===== src/rtl/twm_pkg.sv =====
package twm_pkg;
    typedef enum logic [3:0] {
        ST_IDLE,
        ST_DEV,
        ST_DEV_ACK,
        ST_AHI,
        ST_AHI_ACK,
        ST_ALO,
        ST_ALO_ACK,
        ST_WDAT,
        ST_WDAT_ACK,
        ST_RDAT,
        ST_RDAT_ACK
    } twm_state_e;

    localparam logic [3:0] DEV_TYPE_CODE = 4'b1010;
endpackage


===== src/rtl/twm_line_sync.sv =====
module twm_line_sync #(
    parameter int STAGES = 2
) (
    input  logic clk,
    input  logic rst_n,
    input  logic scl_raw,
    input  logic sda_raw,
    output logic scl_s,
    output logic sda_s,
    output logic scl_rise,
    output logic scl_fall,
    output logic start_det,
    output logic stop_det
);
    logic [STAGES-1:0] scl_pipe, sda_pipe;
    logic scl_q, sda_q;

    always_ff @(posedge clk or negedge rst_n) begin
        if (!rst_n) begin
            scl_pipe <= '1;
            sda_pipe <= '1;
            scl_q    <= 1'b1;
            sda_q    <= 1'b1;
        end else begin
            scl_pipe <= {scl_pipe[STAGES-2:0], scl_raw};
            sda_pipe <= {sda_pipe[STAGES-2:0], sda_raw};
            scl_q    <= scl_pipe[STAGES-1];
            sda_q    <= sda_pipe[STAGES-1];
        end
    end

    assign scl_s     = scl_pipe[STAGES-1];
    assign sda_s     = sda_pipe[STAGES-1];
    assign scl_rise  = scl_s && !scl_q;
    assign scl_fall  = !scl_s && scl_q;
    assign start_det = scl_s && scl_q && sda_q && !sda_s;
    assign stop_det  = scl_s && scl_q && !sda_q && sda_s;
endmodule


===== src/rtl/twm_rx_shift.sv =====
module twm_rx_shift #(
    parameter int WIDTH = 8,
    localparam int CW = $clog2(WIDTH + 1)
) (
    input  logic             clk,
    input  logic             rst_n,
    input  logic             clear,
    input  logic             shift_en,
    input  logic             bit_in,
    output logic [WIDTH-1:0] data,
    output logic             full
);
    logic [CW-1:0] cnt;

    always_ff @(posedge clk or negedge rst_n) begin
        if (!rst_n) begin
            data <= '0;
            cnt  <= '0;
        end else if (clear) begin
            cnt <= '0;
        end else if (shift_en) begin
            data <= {data[WIDTH-2:0], bit_in};
            cnt  <= cnt + 1'b1;
        end
    end

    assign full = (cnt == CW'(WIDTH));
endmodule


===== src/rtl/twm_tx_shift.sv =====
module twm_tx_shift #(
    parameter int WIDTH = 8,
    localparam int CW = $clog2(WIDTH)
) (
    input  logic             clk,
    input  logic             rst_n,
    input  logic             load,
    input  logic [WIDTH-1:0] load_val,
    input  logic             shift_en,
    output logic             msb,
    output logic             last
);
    logic [WIDTH-1:0] sreg;
    logic [CW-1:0]    cnt;

    always_ff @(posedge clk or negedge rst_n) begin
        if (!rst_n) begin
            sreg <= '1;
            cnt  <= '0;
        end else if (load) begin
            sreg <= load_val;
            cnt  <= '0;
        end else if (shift_en) begin
            sreg <= {sreg[WIDTH-2:0], 1'b1};
            cnt  <= cnt + 1'b1;
        end
    end

    assign msb  = sreg[WIDTH-1];
    assign last = (cnt == CW'(WIDTH - 1));
endmodule


===== src/rtl/twowire_mem_slave.sv =====
module twowire_mem_slave
    import twm_pkg::*;
#(
    parameter int DATA_W      = 8,
    parameter int SYNC_STAGES = 2,
    parameter int STRAP_W     = 3,
    localparam int WA_W       = 2 * DATA_W
) (
    input  logic               clk,
    input  logic               rst_n,
    input  logic               scl_in,
    input  logic               sda_in,
    output logic               sda_low,
    input  logic [STRAP_W-1:0] strap_addr,
    input  logic               busy,
    output logic               wa_load,
    output logic [WA_W-1:0]    wa_value,
    output logic               wr_valid,
    output logic [DATA_W-1:0]  wr_data,
    output logic               rd_req,
    input  logic [DATA_W-1:0]  rd_data
);
    twm_state_e state, nxt;

    logic scl_s, sda_s, scl_rise, scl_fall, start_det, stop_det;
    logic [DATA_W-1:0] rx_byte, wa_hi_q;
    logic rx_full, rx_clear, rx_shift;
    logic tx_msb, tx_last, tx_shift, rd_pend, rw_q;
    logic addr_hit, byte_done;

    twm_line_sync #(.STAGES(SYNC_STAGES)) u_sync (
        .clk(clk), .rst_n(rst_n), .scl_raw(scl_in), .sda_raw(sda_in),
        .scl_s(scl_s), .sda_s(sda_s), .scl_rise(scl_rise), .scl_fall(scl_fall),
        .start_det(start_det), .stop_det(stop_det)
    );

    twm_rx_shift #(.WIDTH(DATA_W)) u_rx (
        .clk(clk), .rst_n(rst_n), .clear(rx_clear), .shift_en(rx_shift),
        .bit_in(sda_s), .data(rx_byte), .full(rx_full)
    );

    twm_tx_shift #(.WIDTH(DATA_W)) u_tx (
        .clk(clk), .rst_n(rst_n), .load(rd_pend), .load_val(rd_data),
        .shift_en(tx_shift), .msb(tx_msb), .last(tx_last)
    );

    assign byte_done = scl_fall && rx_full;
    assign addr_hit  = (rx_byte[DATA_W-1 -: 4] == DEV_TYPE_CODE)
                    && (rx_byte[STRAP_W:1] == strap_addr) && !busy;
    assign rx_shift  = scl_rise && (state inside {ST_DEV, ST_AHI, ST_ALO, ST_WDAT});
    assign rx_clear  = start_det || byte_done;
    assign tx_shift  = scl_fall && (state == ST_RDAT) && !tx_last;

    // state register
    always_ff @(posedge clk or negedge rst_n) begin
        if (!rst_n) state <= ST_IDLE;
        else        state <= nxt;
    end

    // side registers: direction, high address byte, read load strobe
    always_ff @(posedge clk or negedge rst_n) begin
        if (!rst_n) begin
            rw_q    <= 1'b0;
            wa_hi_q <= '0;
            rd_pend <= 1'b0;
        end else begin
            rd_pend <= rd_req;
            if (state == ST_DEV && byte_done) rw_q <= rx_byte[0];
            if (state == ST_AHI && byte_done) wa_hi_q <= rx_byte;
        end
    end

    // next state
    always_comb begin
        nxt = state;
        if (start_det) begin
            nxt = ST_DEV;
        end else if (stop_det) begin
            nxt = ST_IDLE;
        end else begin
            unique case (state)
                ST_IDLE:     nxt = ST_IDLE;
                ST_DEV:      if (byte_done) nxt = addr_hit ? ST_DEV_ACK : ST_IDLE;
                ST_DEV_ACK:  if (scl_fall) nxt = rw_q ? ST_RDAT : ST_AHI;
                ST_AHI:      if (byte_done) nxt = ST_AHI_ACK;
                ST_AHI_ACK:  if (scl_fall) nxt = ST_ALO;
                ST_ALO:      if (byte_done) nxt = ST_ALO_ACK;
                ST_ALO_ACK:  if (scl_fall) nxt = ST_WDAT;
                ST_WDAT:     if (byte_done) nxt = ST_WDAT_ACK;
                ST_WDAT_ACK: if (scl_fall) nxt = ST_WDAT;
                ST_RDAT:     if (scl_fall && tx_last) nxt = ST_RDAT_ACK;
                ST_RDAT_ACK: begin
                    if (scl_rise && sda_s) nxt = ST_IDLE;
                    else if (scl_fall)     nxt = ST_RDAT;
                end
                default:     nxt = ST_IDLE;
            endcase
        end
    end

    // outputs
    always_comb begin
        sda_low  = (state inside {ST_DEV_ACK, ST_AHI_ACK, ST_ALO_ACK, ST_WDAT_ACK})
                || (state == ST_RDAT && !tx_msb);
        wa_load  = (state == ST_ALO) && byte_done && !start_det && !stop_det;
        wa_value = {wa_hi_q, rx_byte};
        wr_valid = (state == ST_WDAT) && byte_done && !start_det && !stop_det;
        wr_data  = rx_byte;
        rd_req   = scl_rise && (((state == ST_DEV_ACK) && rw_q)
                             || ((state == ST_RDAT_ACK) && !sda_s));
    end
endmodule


===== config.mk =====
export PLATFORM = sky130hd
export DESIGN_NAME = twowire_mem_slave
export DESIGN_NICKNAME = d
export VERILOG_FILES = /design/src/rtl/twm_pkg.sv /design/src/rtl/twm_line_sync.sv /design/src/rtl/twm_rx_shift.sv /design/src/rtl/twm_tx_shift.sv /design/src/rtl/twowire_mem_slave.sv
export SDC_FILE = /design/constraint.sdc
export NUM_CORES = 1
export LEC_CHECK = 0
export BUFFER_PORTS_ARGS = -buffer_cell sky130_fd_sc_hd__buf_2
export CORE_ASPECT_RATIO = 1.2
export CORE_UTILIZATION = 28
export DETAILED_ROUTE_END_ITERATION = 8
export HOLD_SLACK_MARGIN = 0.05
export SLEW_MARGIN = 10
export SYNTH_ARGS = -nofsm -noshare
export SYNTH_HDL_FRONTEND = slang
export SYNTH_HIERARCHICAL = 1
export SYNTH_SLANG_ARGS = --single-unit

===== constraint.sdc =====
create_clock -name clk -period 5.1 [get_ports clk]
set_input_delay 0.765 -clock clk [delete_from_list [all_inputs] [get_ports clk]]
set_output_delay 0.765 -clock clk [all_outputs]
set_load 0.005 [all_outputs]

# Yosys cells after proc, flatten, opt, wreduce, memory -nomap -nowiden
# Cells that the tools add are included.
op_classes:
  mux: 21
  bitwise: 1
  n_reduce_logical: 46
  n_addsub: 2
  eq_ne: 23
op_table:
  columns: ["cell", "n"]
  rows:
  - ["$mux 4", 15]
  - ["$pmux 4 s9", 1]
  - ["$logic_and 1x1->1", 27]
  - ["$ne 4x4->1 const B", 6]
  - ["$eq 4x4->1 const B", 5]
  - ["$eq 4x3->1 const B", 4]
  - ["$mux 8", 2]
  - ["$logic_not 1->1", 9]
  - ["$reduce_and 9->1", 1]
  - ["$eq 4x2->1 const B", 2]
  - ["$reduce_bool 4->1", 2]
  - ["$mux 3", 2]
  - ["$ne 5x5->1 const B", 1]
  - ["$add 4x1->4 const B", 1]
  - ["$eq 4x1->1 const B", 1]
  - ["$ne 4x1->1 const B", 1]
  - ["$ne 4x3->1 const B", 1]
  - ["$reduce_bool 2->1", 2]
  - ["$add 3x1->3 const B", 1]
  - ["$eq 3x3->1", 1]
  - ["$eq 3x3->1 const B", 1]
  - ["$logic_or 1x1->1", 3]
  - ["$mux 2", 1]
  - ["$reduce_and 2->1", 1]
  - ["2 further kinds", 2]
totals:
  out_inout_bits: 28
  inputBits: 16
  elab_cells: 105
  regBits: 43

# Longest topological paths before layout
# Gate-level depths: netlist of run 1.
logic_depth:
  ltp_word: 8
  ltp_mapped: 8
  mapped_depth_nobuf: 8

# By module
# The synthesis of run 1 kept the hierarchy.
modules_own_cells:
  columns: ["mod", "cells_each", "seq_area_each_um2", "n_inst", "area_per_inst_um2"]
  rows:
  - ["twowire_mem_slave", 104, 350.3, 1, 950.9]
  - ["twm_rx_shift", 40, 300.3, 1, 573.0]
  - ["twm_tx_shift", 46, 285.3, 1, 518.0]
  - ["twm_line_sync", 10, 157.7, 1, 190.2]

# Worst setup path after synthesis of run 1
# No wires, ideal clock.
synth_timing:
  path_type: "register -> output"
  startpoint: "register u_sync.sda_pipe[1]"
  endpoint: "output port wa_load"
  setup_slack_ps: 3075
  path_stages_with_launch: 5
  t_arrival_ps: 1260
  required_time_ps: 4335
  path_buffers: 0
  cell_sequence: "dfstp_2 and4b_1 nor2_1 nand4_1 nor2_1"
synth_between:
  elab_chain_cells: 5
synth_lines:
  columns: ["item", "line", "text"]
  rows:
  - ["from (decl)", "twm_line_sync.sv:15", "logic [STAGES-1:0] scl_pipe, sda_pipe;"]
  - ["from (signal assigned)", "twm_line_sync.sv:26", "sda_pipe <= {sda_pipe[STAGES-2:0], sda_raw};"]
  - ["$logic_not 1->1", "twm_line_sync.sv:36", "assign start_det = scl_s && scl_q && sda_q && !sda_s;"]
  - ["$logic_and 1x1->1", "twm_line_sync.sv:36", null]
  - ["named net start_det", "twowire_mem_slave.sv:25", "logic scl_s, sda_s, scl_rise, scl_fall, start_det, stop_det;"]
  - ["$logic_not 1->1", "twowire_mem_slave.sv:105", "wa_load = (state == ST_ALO) && byte_done && !start_det && !stop_det;"]
  - ["$logic_and 1x1->1 (2 in a row)", "twowire_mem_slave.sv:105", null]
  - ["to (decl)", "twowire_mem_slave.sv:16", "output logic wa_load,"]
# The timed path passes the listed nets, and every way through them passes these cells.

# Worst setup path after layout of run 1
# Ends and elaborated chain as after synthesis.

==> flow_metrics.py, run 1 <==
metrics = {
    "global_route": {
        "grt_max_degree": 44,
        "grt_use_total": 0.1079,
        "grt_pass1_vias": 1492,
        "gr-total-overflow": 0,
        "antenna_found_initial": 0,
        "grt_pass1_wl_um": 7196,
    },
    "worst_hold_path": {
        "min_from": "u_sync/sda_pipe[0]",
        "whs_path_depth": 0,
        "min_to": "u_sync/sda_pipe[1]",
        "hp-class": "reg2reg",
    },
    "cts": {
        "clock_latency_ns": 0.29,
        "cts_max_level": 2,
        "clk_pin_slew_ns": 0.08,
        "cts_tree": "done",
        "clockRootBuffer": "clkbuf_8",
        "cts_setup_buffers": 0,
        "cts.sinks": 43,
        "cts_hold_buf": 0,
        "cts_buffer_depth": 2,
        "cts_resized": 0,
        "numCtsBuffers": 5,
    },
    "worst_setup_path": {
        "r2r-end": "u_rx/data[1]",
        "path_max_fanout": 8,
        "worst-endpoint-arrival_ns": 1.81,
        "rr_worst_depth": 5,
        "cp.required_ns": 4.34,
        "critical_path.cell_chain": "and4b_1, nor2_1, nand4_1, nor2_1, buf_2",
        "cp_slowest_cell": "dfstp_2",
        "worstSetupEndpointType": "output port",
        "critPathMaxStageDelay_ns": 0.60,
        "cp_common_cell": "nor2_1",
        "path_class": "reg2out",
        "startpoint_type": "flip-flop",
        "r2r_start": "u_sync/scl_pipe[1]",
        "rrSetupSlack_ns": 2.93,
    },
    "synth": {
        "synth.avg_cell_area_um2": 11.16,
        "syn-num-nets": 220,
        "synth-async-reset-ratio": 1.000,
        "synth_cells": 200,
        "syn-cell-area_mm2": 0.002232,
        "synth-main-ff-cell": "dfrtp_1",
        "ys_warn_count": 6,
        "synth_seq_cells": 43,
        "seq_area_frac_synth": 0.4899,
        "synth_edf_count": 0,
        "yosysUniqueCellTypes": 41,
    },
    "route": {
        "vias": 1544,
        "ant_nets": 0,
        "vias_per_cell": 4.722,
        "routed_wl_um": 4239,
        "wire_per_inst_um": 12.96,
        "drt_iter0_drc": 107,
        "first_pass_iters": 4,
        "drcViolationCount": 0,
    },
    "sta": {
        "relSlewSlack": 0.3786,
        "rsz0062_at_grt": "false",
        "hold_viol_final": 0,
        "finalCritPeriodShare": 0.5054,
        "setup_violations": 0,
        "fmax_mhz": 388.0,
        "setup_slack_ns": 2.522,
        "finalClockSkew_ns": 0.005260,
        "tns_ns": 0,
        "tightest_slew_ns": 0.9321,
        "drv_slew": 0,
        "fin_crit_ns": 2.578,
    },
    "power": {
        "p_leak_nw": 1.204,
        "power_density_mw_per_mm2": 298.8,
        "ir_worst_vdd_mv": 0.1446,
    },
    "cells_and_area": {
        "fillers": 776,
        "drive_gt1_frac": 0.3872,
        "nets": 254,
        "diodes": 0,
        "final_cells": 327,
        "area_growth_pct": 14.63,
    },
    "floorplan": {
        "num_rows": 35,
        "dieArea_mm2": 0.008334,
        "io_pins": 44,
        "start_util": 0.2896,
        "die_h_um": 99.81,
        "dieWidth_um": 83.51,
        "core_area_mm2": 0.007707,
    },
    "placement": {
        "placed_cells": 319,
        "place_congestion": 0.8475,
        "pre_cts_ws_ns": 2.839,
        "port_buffers": 43,
        "post-dp-hpwl_um": 2969,
    },
    "flow_run": {
        "maxCapViolCount": 0,
    },
    "status": {
        "status": "complete, no violations",
    },
}
[metal layers]
metal	wire length [um]	track usage	vias to the layer above
met4	77	0.04302	0
met2	2132	0.1822	30
met5	0	0	-
met1	1875	0.1376	748
li1	-	-	760
met3	154	0.01974	6
[final cells by class]
class / instances / area [um2] / area share
clock buffer: 6 / 82.58 / 0.03227
sequential: 43 / 1094 / 0.4274
timing repair buffer: 44 / 222.7 / 0.08704
inverter: 5 / 18.77 / 0.007335
clock inverter: 2 / 35.03 / 0.01369
multi-input combinational: 135 / 991.0 / 0.3873
tap: 92 / 115.1 / 0.04499
[logic make-up after synthesis]
group                      count (synthesis)  synth area share
AOI/OAI and AO/OA                         33           0.09249
xor gates and xnor gates                   4           0.01570
adders and majority gates                  4           0.02242
buffers and inverters                     22           0.06894
DFF                                       43            0.4899
muxes                                     29            0.1536
and+or+nand+nor                           65            0.1570
[placed cells by master, fill, tap and decap left out, drive strengths merged, types with 2 or more instances in the layout]
cell type and instances:
nand4 4, ha 4, nor2b 8, nand3 4
a21o 2, o31ai 3, a31oi 2, inv 5
xor2 2, nand3b 2, and4b 2, nand2b 3
clkbuf 6, dfrtp 29, mux2i 11, dfstp 14
buf 44, o21ai 13, nand2 16, a21oi 7
nor2 20, mux2 18, xnor2 2
[how the worst max path moves through the flow]
stage                     slack [ns]          startpoint  endpoint  depth (start not counted)
after floorplan                 3.07  u_sync/sda_pipe[1]   wa_load                          4
final                           2.52  u_sync/sda_pipe[1]   wa_load                          5
after global placement          2.88  u_sync/sda_pipe[1]  wr_valid                          5
after global routing            2.35  u_sync/sda_pipe[1]   wa_load                          5
after CTS                       2.51  u_sync/sda_pipe[1]   wa_load                          5
after detailed placement        2.84  u_sync/sda_pipe[1]   wa_load                          5
[critical path, delay by kind of cell (launching register included)]
kind                   cells  cell delay [ns]
flip-flops                 1             0.60
buffers and inverters      1             0.12
AND/OR/NAND/NOR            4             0.80
[report_power, final]
group          internal [mW]  switching [mW]
clock network          0.158           0.111
registers              0.366          0.0349
logic                 0.0535          0.0403
total                  0.578           0.187
[flip-flops by register name (all words and copies together), names as in the netlist]
| signal | count |
|---|---|
| u_tx/sreg | 8 |
| u_rx/data | 8 |
| state | 4 |
| u_tx/cnt | 3 |
| rw_q | 1 |
| rd_pend | 1 |
| u_sync/sda_q | 1 |
| u_sync/sda_pipe | 2 |
| u_rx/cnt | 4 |
| u_sync/scl_pipe | 2 |
| wa_hi_q | 8 |
| u_sync/scl_q | 1 |
[synth_stat cells (2+ instances only)]
cell       n  area, um2
nand2b_1   3      18.77
dfrtp_1   29      725.7
nor2_1    19      71.32
nand2_1   16      60.06
and4b_1    2      20.02
nand3b_1   2      15.01
o21ai_0    5      25.02
ha_1       4      50.05
a21o_1     2      15.01
nand4_1    3      18.77
nor2b_1    7      43.79
mux2_4     8      120.1
xnor2_1    2      17.52
a31oi_1    2      12.51
buf_4     10      75.07
dfstp_2   14      367.9
buf_6      4      45.04
xor2_1     2      17.52
mux2i_1   11      110.1
inv_1      5      18.77
nand3_1    4      20.02
buf_2      3      15.01
mux2_2    10      112.6
a21oi_1    7      35.03
o21ai_1    8      40.04
o31ai_1    3      22.52
[metrics by stage]
stage	total power, mW	cell area [um2]	utilization	hold slack (ns)
after global placement	0.4999	2441	0.3167	0.3486
after floorplan	0.4669	2232	-	0.3452
after CTS	0.7799	2559	0.3320	0.3616
final	0.7645	2559	0.3320	0.3600
after global routing	0.8063	2559	0.3320	0.3680
after detailed placement	0.5033	2441	0.3167	0.3487
No activity file was read; power rests on OpenSTA's default activity.
==> run 2: changes to the inputs <==
clock period = 2.5 ns   (was 5.1 ns; I/O delays follow)
==> flow_metrics.py, run 2 (synthesis results as in run 1) <==
metrics = {
    "status": {
        "status": "complete, no violations",
    },
    "power": {
        "p_int_mw": 1.111,
        "power_density_mw_per_mm2": 581.4,
        "switchingPower_mw": 0.3756,
        "power_mw": 1.486,
        "power_frac_seq": 0.547,
        "switching_share": 0.2527,
        "ir_worst_vdd_mv": 0.3086,
        "p_leak_nw": 1.204,
        "p_comb_frac": 0.131,
        "clkPwrFrac": 0.322,
    },
    "cells_and_area": {
        "finish.utilization": 0.3317,
        "diodes": 0,
        "fillers": 799,
        "nets": 256,
        "mostFrequentLayoutCell": "buf_2",
        "final_cell_mix": "buf_2, dfrtp_1, nor2_1",
        "top_regs": "u_rx/data (8), u_tx/sreg (8), wa_hi_q (8)",
        "area_growth_pct": 14.52,
        "drive_gt1_frac": 0.3882,
    },
    "worst_setup_path": {
        "startpoint_type": "flip-flop",
        "rr_worst_depth": 7,
        "r2r-end": "state[3]",
        "path_max_fanout": 8,
        "rrSetupSlack_ns": 0.51,
        "path_class": "reg2out",
        "worstSetupEndpointType": "output port",
        "worst-endpoint-arrival_ns": 1.83,
        "r2r_start": "u_tx/cnt[0]",
        "cp.required_ns": 2.12,
    },
    "placement": {
        "port_buffers": 43,
        "place_congestion": 0.8540,
        "pre_cts_ws_ns": 0.5189,
        "post-dp-hpwl_um": 3031,
    },
    "route": {
        "vias_per_cell": 4.827,
        "drt_iter0_drc": 96,
        "vias": 1588,
        "wire_per_inst_um": 12.89,
        "routed_wl_um": 4241,
        "first_pass_iters": 4,
        "drcViolationCount": 0,
        "ant_nets": 0,
    },
    "global_route": {
        "grt_pass1_wl_um": 7279,
        "grt_max_degree": 38,
        "grt_use_total": 0.1080,
        "grt_pass1_vias": 1512,
        "gr-total-overflow": 0,
        "antenna_found_initial": 0,
    },
    "sta": {
        "finalClockSkew_ns": 0.01149,
        "relSlewSlack": 0.4499,
        "setup_violations": 0,
        "setup_slack_ns": 0.2903,
        "fin_crit_ns": 2.210,
        "tns_ns": 0,
        "timing.hold.ws_ns": 0.1697,
        "finalCritPeriodShare": 0.8839,
        "tightest_slew_ns": 0.8252,
        "hold_viol_final": 0,
        "drv_slew": 0,
        "rsz0062_at_grt": "false",
        "fmax_mhz": 452.5,
    },
    "cts": {
        "cts_hold_buf": 0,
        "cts_max_level": 2,
        "numCtsBuffers": 5,
        "clockRootBuffer": "clkbuf_8",
        "cts_tree": "done",
        "cts_resized": 0,
        "cts.sinks": 43,
        "cts_buffer_depth": 2,
        "clk_pin_slew_ns": 0.08,
        "clock_latency_ns": 0.30,
        "cts_setup_buffers": 0,
    },
    "floorplan": {
        "die_h_um": 99.81,
        "core_area_mm2": 0.007707,
        "io_pins": 44,
        "num_rows": 35,
        "dieWidth_um": 83.51,
        "dieArea_mm2": 0.008334,
        "start_util": 0.2896,
    },
    "worst_hold_path": {
        "hp-class": "in2async",
    },
    "flow_run": {
        "maxCapViolCount": 0,
    },
}
==> run 2: cell count changes in the layout (fill, tap and decap cells not counted) <==
cell / before / now
clkbuf_8: 6 / 7
clkinv_2: 1 / 0
buf_4: 1 / 3
bufinv_16: 1 / 0
clkbuf_1: 0 / 1
==> run 2: power by group through the flow <==
| stage | clock, mW | sequential [mW] | combinational [mW] |
|---|---|---|---|
| floorplan | 0 | 0.811 | 0.141 |
| global placement | 0 | 0.827 | 0.195 |
| detailed placement | 0 | 0.829 | 0.199 |
| CTS | 0.497 | 0.816 | 0.200 |
| global route | 0.522 | 0.828 | 0.220 |
| finish | 0.478 | 0.813 | 0.195 |
==> run 2: worst max-delay path, stage by stage (launching register included) <==
cell and delay (ns):
dfstp_2 0.61, and4b_1 0.27, nor2_1 0.23, nand4_1 0.16
nor2_1 0.15, buf_2 0.13
==> run 2: metal layers <==
| layer | GRT usage | part of all wire | vias up |
|---|---|---|---|
| met3 | 0.02385 | 0.033 | 8 |
| li1 | - | - | 770 |
| met5 | 0 | 0 | - |
| met1 | 0.1349 | 0.44 | 781 |
| met4 | 0.05997 | 0.027 | 0 |
| met2 | 0.1747 | 0.50 | 29 |
==> run 2: final cells by class <==
type | count | area, um2 | area share
Timing Repair Buffer | 46 | 237.7 | 0.09300
Sequential cell | 43 | 1094 | 0.4278
Inverter | 5 | 18.77 | 0.007342
Multi-Input combinational cell | 135 | 991.0 | 0.3877
Clock buffer | 8 | 100.1 | 0.03916
Tap cell | 92 | 115.1 | 0.04503
==> run 2: stage by stage <==
step                      cell area, um2  cells
after global routing                2556    329
after CTS                           2556    329
final                               2556    329
after floorplan                     2232    200
after detailed placement            2456    321
after global placement              2456    321
==> run 2: how the worst max path moves through the flow <==
stage | startpoint | to | slack (ns) | cells past startpoint
4_1_cts | u_sync/sda_pipe[1] | wa_load | 0.28 | 5
6_report | u_sync/sda_pipe[1] | wr_valid | 0.29 | 5
3_3_place_gp | u_tx/cnt[0] | state[3] | 0.55 | 7
3_5_place_dp | u_tx/cnt[0] | state[3] | 0.52 | 7
2_1_floorplan | u_tx/cnt[0] | state[3] | 0.64 | 7
5_1_grt | u_sync/sda_pipe[1] | wr_valid | 0.17 | 5
==> run 3: changes to the inputs <==
CTS_BUF_LIST = sky130_fd_sc_hd__clkbuf_8   (was default)
SYNTH_HIERARCHICAL = default   (was 1)
==> flow_metrics.py, run 3 <==
metrics = {
    "flow_run": {
        "maxCapViolCount": 0,
    },
    "sta": {
        "relSlewSlack": 0.3953,
        "tns_ns": 0,
        "fin_crit_ns": 2.173,
        "fmax_mhz": 460.3,
        "hold_viol_final": 0,
        "rsz0062_at_grt": "false",
        "setup_violations": 0,
        "setup_slack_ns": 0.3273,
        "finalClockSkew_ns": 0.008760,
        "drv_slew": 0,
        "tightest_slew_ns": 0.9070,
        "finalCritPeriodShare": 0.8691,
    },
    "route": {
        "met1Wirelength_um": 1928,
        "drt_iter0_drc": 88,
        "vias": 1465,
        "dr_wl_met2_um": 2018,
        "drcViolationCount": 0,
        "ant_nets": 0,
        "top_layer": "met4",
        "routed_wl_um": 4134,
        "first_pass_iters": 4,
        "vias_per_cell": 4.681,
        "wire_per_inst_um": 13.21,
        "met3_length_um": 78,
    },
    "global_route": {
        "gr-total-overflow": 0,
        "antenna_found_initial": 0,
        "grt_pass1_vias": 1410,
        "grt_max_degree": 44,
        "grt_pass1_wl_um": 6941,
        "grt_use_total": 0.1121,
    },
    "placement": {
        "pre_cts_ws_ns": 0.5253,
        "port_buffers": 43,
        "place_congestion": 0.7323,
        "post-dp-hpwl_um": 2959,
    },
    "cells_and_area": {
        "area_growth_pct": 14.87,
        "nets": 242,
        "seqCellArea_mm2": 0.001094,
        "final_cell_mix": "buf_2, dfrtp_1, mux2_2",
        "mostFrequentLayoutCell": "buf_2",
        "diodes": 0,
        "finish.utilization": 0.3355,
        "top_regs": "u_rx.data (8), u_tx.sreg (8), wa_hi_q (8)",
        "multiInputGateArea_um2": 893.4,
        "fillers": 756,
        "drive_gt1_frac": 0.3991,
    },
    "synth": {
        "synth_edf_count": 0,
        "synth_cells": 188,
        "yosysTopAreaCell": "dfrtp_1",
        "synth-async-reset-ratio": 1.000,
        "ys_warn_count": 0,
        "ys_top_cells_by_area": "dfrtp_1, dfstp_2, mux2_2",
        "synth_top_area_share": 0.3396,
        "synth.most_common_cell": "dfrtp_1",
        "synth_seq_cells": 43,
        "syn-num-nets": 208,
        "synth-main-ff-cell": "dfrtp_1",
        "syn-cell-area_mm2": 0.002137,
        "seq_area_frac_synth": 0.5117,
        "yosysUniqueCellTypes": 44,
        "synth.avg_cell_area_um2": 11.37,
        "yosys-top-cells-count": "dfrtp_1, mux2_2, dfstp_2",
    },
    "worst_setup_path": {
        "path_max_fanout": 4,
        "worst-path-buf-inv": 2,
        "critical_path.cell_chain": "inv_1, ha_1, nand3b_1, nor3_1, nand2_1, nor2_1, buf_2",
        "startpoint_type": "flip-flop",
        "path_delay_family": "simple AND/OR/NAND/NOR gates",
        "critPathMaxStageDelay_ns": 0.40,
        "cp_slowest_cell": "dfrtp_1",
        "cp.required_ns": 2.12,
        "path_class": "reg2out",
        "worst-endpoint-arrival_ns": 1.80,
        "worstSetupEndpointType": "output port",
    },
    "floorplan": {
        "num_rows": 34,
        "io_pins": 44,
        "core_area_mm2": 0.007317,
        "dieWidth_um": 81.75,
        "dieArea_mm2": 0.007987,
        "start_util": 0.2921,
        "die_h_um": 97.70,
    },
    "cts": {
        "clock_latency_ns": 0.29,
        "clk_pin_slew_ns": 0.08,
        "cts_max_level": 2,
        "cts_setup_buffers": 0,
        "clockRootBuffer": "clkbuf_8",
        "cts_resized": 0,
        "cts.sinks": 43,
        "cts_tree": "done",
        "cts_hold_buf": 0,
        "numCtsBuffers": 5,
        "cts_buffer_depth": 2,
    },
    "power": {
        "ir_worst_vdd_mv": 0.2734,
        "p_leak_nw": 1.257,
        "power_density_mw_per_mm2": 949.6,
    },
    "status": {
        "status": "complete, no violations",
    },
    "worst_hold_path": {
        "hp-class": "in2reg",
    },
}
run 3: changes by cell type in the layout (fill, tap and decap cells not counted), sizes merged, moves of 4 or more:
cell	change
mux2i	-10
nor3	+4
nand2	-5
inv	+9
o21ai	-6
nor2	-11
a222oi	+7
run 3: power by group:
group | internal (mW) | switching (mW)
combinational | 0.390 | 0.351
sequential | 0.911 | 0.235
clock | 0.219 | 0.225
total | 1.52 | 0.812
run 3: routing by layer:
| metal | track usage | up-vias |
|---|---|---|
| li1 | - | 721 |
| met1 | 0.1545 | 719 |
| met2 | 0.1659 | 19 |
| met3 | 0.01690 | 6 |
| met4 | 0.06073 | 0 |
| met5 | 0 | - |
run 3: kinds of logic (layout without fill, tap and decap cells):
kind of cell	after synthesis	count (layout)	synth area share
XOR/XNOR	8	8	0.03279
AO/OA/AOI/OAI	29	29	0.1001
AND/OR/NAND/NOR	57	57	0.1674
multiplexers	18	18	0.09426
buffers and inverters	29	64	0.07026
flip-flops	43	43	0.5117
adder cells (fa/ha/maj)	4	4	0.02342
run 3: worst paths after layout:
kind	slack [ns]	end	start	cells after the start
worst min-delay path	0.18	u_sync.scl_pipe[0]	scl_in	1
worst min register to register	0.36	u_sync.scl_pipe[1]	u_sync.scl_pipe[0]	0
max in group asynchronous	1.72	u_tx.cnt[1]	rst_n	1
worst max-delay path	0.33	wr_valid	u_rx.cnt[0]	7
min in group asynchronous	0.22	wa_hi_q[6]	rst_n	1
worst max register to register	0.56	wa_hi_q[5]	u_rx.cnt[0]	6
run 3: per-stage QoR:
| step | cell area [um2] | hold slack (ns) | instances | total power, mW |
|---|---|---|---|---|
| 6_report | 2455 | 0.1826 | 313 | 2.331 |
| 5_1_grt | 2455 | 0.1703 | 313 | 2.512 |
| 4_1_cts | 2455 | 0.1713 | 313 | 2.364 |
| 3_5_place_dp | 2364 | 0.3481 | 305 | 1.913 |
| 3_3_place_gp | 2364 | 0.3465 | 305 | 1.895 |
| 2_1_floorplan | 2137 | 0.07941 | 188 | 1.707 |
run 3: layout make-up:
class	instances	share of cell area
Sequential cell	43	0.4455
Multi-Input combinational cell	116	0.3639
Timing Repair Buffer	43	0.08767
Tap cell	90	0.04587
Clock buffer	6	0.03364
Inverter	13	0.01988
Clock inverter	2	0.003568
